**src/rtl/wbuf_pkg.sv**
```systemverilog
package wbuf_pkg;
  localparam int unsigned WB_ADDR_W = 23;
  localparam int unsigned WB_DATA_W = 32;
  localparam int unsigned WB_DEPTH  = 4;
endpackage

```
**src/rtl/wbuf_store.sv**
```systemverilog
module wbuf_store #(
  parameter int unsigned DEPTH = 4,
  parameter int unsigned AW    = 23,
  parameter int unsigned DW    = 32,
  localparam int unsigned PW   = $clog2(DEPTH)
) (
  input  logic                      clk_i,
  input  logic                      rst_ni,
  input  logic                      push_i,
  input  logic [AW-1:0]             push_addr_i,
  input  logic [DW-1:0]             push_data_i,
  input  logic                      merge_i,
  input  logic [PW-1:0]             merge_idx_i,
  input  logic                      pop_i,
  output logic [DEPTH-1:0][AW-1:0]  addr_o,
  output logic [DEPTH-1:0][DW-1:0]  data_o,
  output logic [PW-1:0]             head_o,
  output logic [PW:0]               count_o
);
  logic [PW-1:0] tail_q, head_q;
  logic [PW:0]   count_q;

  always_ff @(posedge clk_i or negedge rst_ni) begin
    if (!rst_ni) begin
      addr_o  <= '0;
      data_o  <= '0;
      head_q  <= '0;
      tail_q  <= '0;
      count_q <= '0;
    end else begin
      if (push_i) begin
        addr_o[tail_q] <= push_addr_i;
        data_o[tail_q] <= push_data_i;
        tail_q         <= tail_q + 1'b1;
      end
      // merge never targets the head slot, so it cannot race a drain
      if (merge_i) data_o[merge_idx_i] <= push_data_i;
      if (pop_i) head_q <= head_q + 1'b1;
      count_q <= count_q + (PW+1)'(push_i) - (PW+1)'(pop_i);
    end
  end

  assign head_o  = head_q;
  assign count_o = count_q;
endmodule

```
**src/rtl/wbuf_match.sv**
```systemverilog
module wbuf_match #(
  parameter int unsigned DEPTH     = 4,
  parameter int unsigned AW        = 23,
  parameter int unsigned SKIP_HEAD = 0,
  localparam int unsigned PW       = $clog2(DEPTH)
) (
  input  logic [DEPTH-1:0][AW-1:0] addr_i,
  input  logic [PW-1:0]            head_i,
  input  logic [PW:0]              count_i,
  input  logic                     en_i,
  input  logic [AW-1:0]            key_i,
  output logic                     hit_o,
  output logic [PW-1:0]            idx_o
);
  logic [PW-1:0] slot;

  // walk oldest to youngest; the last match wins
  always_comb begin
    hit_o = 1'b0;
    idx_o = head_i;
    slot  = head_i;
    for (int k = 0; k < DEPTH; k++) begin
      slot = head_i + PW'(k);
      if (en_i && (k >= SKIP_HEAD) && ((PW+1)'(k) < count_i) && (addr_i[slot] == key_i)) begin
        hit_o = 1'b1;
        idx_o = slot;
      end
    end
  end
endmodule

```
**src/rtl/wbuf_fwd.sv**
```systemverilog
module wbuf_fwd
  import wbuf_pkg::*;
#(
  parameter int unsigned DEPTH = WB_DEPTH,
  parameter int unsigned AW    = WB_ADDR_W,
  parameter int unsigned DW    = WB_DATA_W
) (
  input  logic          clk_i,
  input  logic          rst_ni,
  input  logic          st_valid_i,
  input  logic [AW-1:0] st_addr_i,
  input  logic [DW-1:0] st_data_i,
  output logic          full_o,
  output logic          drain_valid_o,
  output logic [AW-1:0] drain_addr_o,
  output logic [DW-1:0] drain_data_o,
  input  logic          drain_ack_i,
  input  logic          refill_valid_i,
  input  logic [AW-1:0] refill_addr_i,
  input  logic [DW-1:0] refill_data_i,
  output logic          fill_hit_o,
  output logic [DW-1:0] fill_data_o
);
  localparam int unsigned PW = $clog2(DEPTH);

  logic [DEPTH-1:0][AW-1:0] ent_addr;
  logic [DEPTH-1:0][DW-1:0] ent_data;
  logic [PW-1:0]            head;
  logic [PW:0]              count;
  logic                     st_hit, push, merge, pop;
  logic [PW-1:0]            st_idx, fw_idx;

  assign full_o        = (count == (PW+1)'(DEPTH));
  assign drain_valid_o = (count != '0);
  assign drain_addr_o  = ent_addr[head];
  assign drain_data_o  = ent_data[head];

  assign merge = st_valid_i && st_hit;
  assign push  = st_valid_i && !st_hit && !full_o;
  assign pop   = drain_ack_i && drain_valid_o;

  wbuf_match #(.DEPTH(DEPTH), .AW(AW), .SKIP_HEAD(1)) u_st_match (
    .addr_i (ent_addr),
    .head_i (head),
    .count_i(count),
    .en_i   (st_valid_i),
    .key_i  (st_addr_i),
    .hit_o  (st_hit),
    .idx_o  (st_idx)
  );

  wbuf_match #(.DEPTH(DEPTH), .AW(AW), .SKIP_HEAD(0)) u_fw_match (
    .addr_i (ent_addr),
    .head_i (head),
    .count_i(count),
    .en_i   (refill_valid_i),
    .key_i  (refill_addr_i),
    .hit_o  (fill_hit_o),
    .idx_o  (fw_idx)
  );

  assign fill_data_o = fill_hit_o ? ent_data[fw_idx] : refill_data_i;

  wbuf_store #(.DEPTH(DEPTH), .AW(AW), .DW(DW)) u_store (
    .clk_i      (clk_i),
    .rst_ni     (rst_ni),
    .push_i     (push),
    .push_addr_i(st_addr_i),
    .push_data_i(st_data_i),
    .merge_i    (merge),
    .merge_idx_i(st_idx),
    .pop_i      (pop),
    .addr_o     (ent_addr),
    .data_o     (ent_data),
    .head_o     (head),
    .count_o    (count)
  );
endmodule

```
**config.mk**
```make
export PLATFORM = sky130hd
export DESIGN_NAME = wbuf_fwd
export DESIGN_NICKNAME = d
export VERILOG_FILES = /design/src/rtl/wbuf_pkg.sv /design/src/rtl/wbuf_store.sv /design/src/rtl/wbuf_match.sv /design/src/rtl/wbuf_fwd.sv
export SDC_FILE = /design/constraint.sdc
export NUM_CORES = 1
export LEC_CHECK = 0
export ABC_AREA = 1
export BUFFER_PORTS_ARGS = -buffer_cell sky130_fd_sc_hd__buf_2
export CAP_MARGIN = 20
export CORE_MARGIN = 5
export CORE_UTILIZATION = 30
export CTS_CLUSTER_SIZE = 24
export DETAILED_ROUTE_END_ITERATION = 12
export GPL_TIMING_DRIVEN = 0
export PLACE_DENSITY = 0.55
export SYNTH_ARGS = -nofsm -noshare
export SYNTH_HDL_FRONTEND = slang
export SYNTH_SLANG_ARGS = --single-unit
```
**constraint.sdc**
```tcl
create_clock -name clk_i -period 8.54 [get_ports clk_i]
set_input_delay 0 -clock clk_i [delete_from_list [all_inputs] [get_ports clk_i]]
set_output_delay 0 -clock clk_i [all_outputs]
set_load 0.01 [all_outputs]
```
==> run_results.csv <==
group,metric,value,unit
status,failed_checks,"negative hold slack",
synth,ys_seq_area_share,31.1,%
clock_network,h-tree-depth,1,
timing,fin_crit_sh,63.0,%
global_route,grt_pass1_vias,21100,
synth,ys_seq_elements,227,
worst_setup_path,path_common_cell,"nand2_1",
place,dp_hpwl,79900,um
clock_network,clock_path_buffers,3,
global_route,grt_pass1_wl,142000,um
power,p_per_area,471,mW/mm2
cells_and_area,fin_cells,4216,
worst_setup_path,path_cells,"buf_4 -> inv_2 -> buf_2 -> clkbuf_1 -> nand3_1 -> o21ai_0 -> buf_4 -> inv_1 -> o21ai_0 -> nor3_1 -> nand4_1 -> nand2_1 -> nor2_1 -> buf_6 -> clkbuf_1 -> nand2_1 -> nand2_1 -> buf_2",
worst_setup_path,critPathRequiredTime,8.54,ns
route,drc,0,
route,vias,22500,
cells_and_area,fillers,6742,
timing,maxSlewViolCount,0,
timing,tightestPinTransition,1.11,ns
floorplanning,die_area,0.0659,mm2
global_route,grt_max_degree,113,
clock_network,cts-buffers-inserted,28,
cells_and_area,drive_above_1_share,10.8,%
place,placed_cells,4112,
route,vias_per_cell,5.33,
route,wl_per_cell,23.4,um
synth,syn-num-nets,3248,
timing,whs,-0.0113,ns
worst_setup_path,slowest_delay,0.70,ns
clock_network,worstSkewPairLatency,0.60,ns
synth,synth_top_area_share,32.3,%
worst_setup_path,crit_type,"reg -> out",
clock_network,cts_setup_buffers,0,
global_route,grt_usage,28.7,%
worst_setup_path,critical_path.top_delay_family,"buffers and inverters",
synth,synthXorXnorAreaFrac,1.49,%
floorplanning,fp.dieH,257,um
power,power,10300,uW
worst_setup_path,critPathMaxFanout,10,
floorplanning,fp.dieW,257,um
synth,netlist_top_cells_count,"nand2_1 (1569), nand3_1 (499), dfrtp_1 (227)",
clock_network,cts-root-buf,"clkbuf_16",
floorplanning,initial_core_util,30.2,%
place,placed_area,0.0203,mm2
synth,synth_fa_ha_area_share,0.658,%
hold_path,hold_path.class,"in -> async",
synth,synth_top_flop_cell,"dfrtp_1",
floorplanning,core,0.0604,mm2
timing,finalCriticalPeriod,5.38,ns
timing,setup_viol,0,
clock_network,clk_pin_slew_worst_paths,0.06,ns
synth,synth_top_family_by_area,"simple AND/OR/NAND/NOR gates",
synth,synth_cell_types,32,
timing,fmax,186,MHz
synth,synth_compound_area_share,5.94,%
flow_run,cap_violations,0,
route,firstDrtPassIters,6,
floorplanning,ioPinCount,205,
place,port_buffers,202,
timing,final.setup_skew,0.0670,ns
synth,ys.warnings.count,0,
timing,setup-tns-final,0,ns
floorplanning,rows,90,
worst_setup_path,critPathArrivalTime,5.38,ns
synth,synth_edf_count,0,
route,antenna_left,0,
synth,syn_inst,3124,
power,leakage,0.0122,uW
power,ir_drop,181,uV
cells_and_area,fin_area,0.0219,mm2
synth,yosys-top-cells-area,"nand2_1 (32%), dfrtp_1 (31%), nand3_1 (14%)",
synth,async_flop_share,100,%
timing,relSlewSlack,25.2,%
place,gp_congestion,1.08,
worst_setup_path,cp-start-kind,"flip-flop",
worst_setup_path,slowest_stage,"nor2_1",
worst_setup_path,endpoint_kind,"output pin",
worst_setup_path,crit_buf_inv,9,
global_route,antenna_found_initial,1,
clock_network,clkSinkCount,227,
synth,synth_area,0.0183,mm2
route,finalWirelength,98800,um
synth,syn_area_per_cell,5.84,um2
synth,yosys.area_share.simple,52.7,%
synth,synth_mux_area_share,0,%
cells_and_area,fin_nets,3539,
timing,rsz0062_at_grt,"false",
global_route,grt_overflow,0,
route,drt_iter0_drc,3112,
synth,yosysMostFrequentCell,"nand2_1",
status,status,"finished with violations",
timing,finalHoldViolCount,2,
synth,synth_top_area_cell,"nand2_1",
clock_network,cts_tree,"built",
cells_and_area,syn2layout_area_growth,20.0,%
[worst reg2reg max path, cell delays in order (launching register included)]
cell and delay (ns):
dfrtp_1 0.36, buf_4 0.16, inv_2 0.13, nand2_1 0.10
nand2_2 0.15, buf_6 0.21, nand2_1 0.11, nand2_1 0.32
nand2_1 0.16, nand2_1 0.25, nor2_1 0.08, nand2_1 0.07
nor2_1 0.07, nand3_1 0.09, nand2_1 0.06, inv_2 0.06
nand2_1 0.12, nor3_4 0.74, nand2_4 0.24, clkbuf_1 0.44
nand2_1 0.16, o21ai_0 0.10
[routing by layer]
| metal | wire (um) | GRT usage [%] | up-vias | share of wire (%) |
|---|---|---|---|---|
| met1 | 42100 | 40.6 | 10400 | 43 |
| met3 | 9390 | 3.74 | 194 | 9.5 |
| met5 | 0 | 0 | - | 0 |
| li1 | - | - | 10600 | - |
| met4 | 5460 | 13.3 | 0 | 5.5 |
| met2 | 41800 | 43.6 | 1296 | 42 |
[through the flow]
stage / utilization [%] / setup WS [ns]
5_1_grt: 36.3 / 3.02
4_1_cts: 36.2 / 3.43
3_3_place_gp: 33.5 / 3.17
3_5_place_dp: 33.7 / 4.07
2_1_floorplan: - / 5.80
6_report: 36.3 / 3.16
[layout by cell type (no fill, tap or decap), types with 3 or more instances in the layout]
master and instances:
a31oi_1 6, nor2_1 173, inv_2 3, nand3b_1 3, buf_2 278, buf_6 13, inv_1 164, buf_4 14
buf_16 3, bufinv_16 5, buf_1 11, clkbuf_1 52, nand2_1 1569, nand2_2 3, nor3_1 12, clkbuf_16 28
xor2_1 30, ha_1 8, clkinv_2 3, nand3_1 499, a22oi_1 32, o21ai_1 77, nand2_4 4, nor4_1 3
clkbuf_8 6, o21ai_0 71, nand4_1 56, or2_2 5, a21oi_1 6, dfrtp_1 227, dlygate4sd3_1 54
[what timing repair did]
| action | 4_1_cts | 5_1_grt |
|---|---|---|
| hold buffers | 54 | 0 |
| endpoints found under the hold margin | 315 | 0 |
| resized for setup | 0 | 0 |
[path summary, 6_finish.rpt]
path | start | end | slack [ns] | depth (start not counted)
max reg2reg | u_store.head_o[1] | u_store.addr_o[4] | 4.18 | 21
max in group asynchronous | rst_ni | u_store.addr_o[24] | 7.48 | 4
min reg2reg | u_store.addr_o[76] | u_store.addr_o[76] | 0.50 | 2
min | rst_ni | u_store.data_o[25] | -0.01 | 3
min in group clk_i | st_valid_i | u_store.tail_q[0] | 0.05 | 4
max | u_store.head_o[1] | fill_data_o[18] | 3.16 | 18
[report_power, final]
group          internal, uW  total, uW  leakage, uW  switching (uW)
Combinational          1910       6940      0.00882            5040
Sequential             1580       2080      0.00284             500
Clock                   804       1310     0.000492             501
Total                  4290      10300       0.0122            6040
[area by class of cell]
type / instances / area [um2] / area share (%)
multi-input cells: 2568 / 11100 / 50.7
repair buffers: 261 / 1660 / 7.59
inverters: 167 / 627 / 2.86
plain buffers: 162 / 843 / 3.85
flip-flops and latches: 227 / 5680 / 25.9
clock inverters: 11 / 214 / 0.977
clock buffers: 37 / 795 / 3.63
diodes: 1 / 2.50 / 0.0114
well taps: 782 / 978 / 4.47
[kinds of logic (layout without fill, tap and decap cells)]
logic type | after synthesis | after routing
simple gates | 2332 | 2332
buf+inv | 329 | 638
flops | 227 | 227
compound gates | 196 | 196
xor+xnor | 31 | 31
fa+ha+maj | 9 | 9
other cells | 0 | 1
[sequential cells by signal, indices dropped and copies added, names as in the netlist]
signal,count
u_store.data_o,128
u_store.tail_q,2
u_store.count_o,3
u_store.addr_o,92
u_store.head_o,2
No activity file was read; power rests on OpenSTA's default activity.
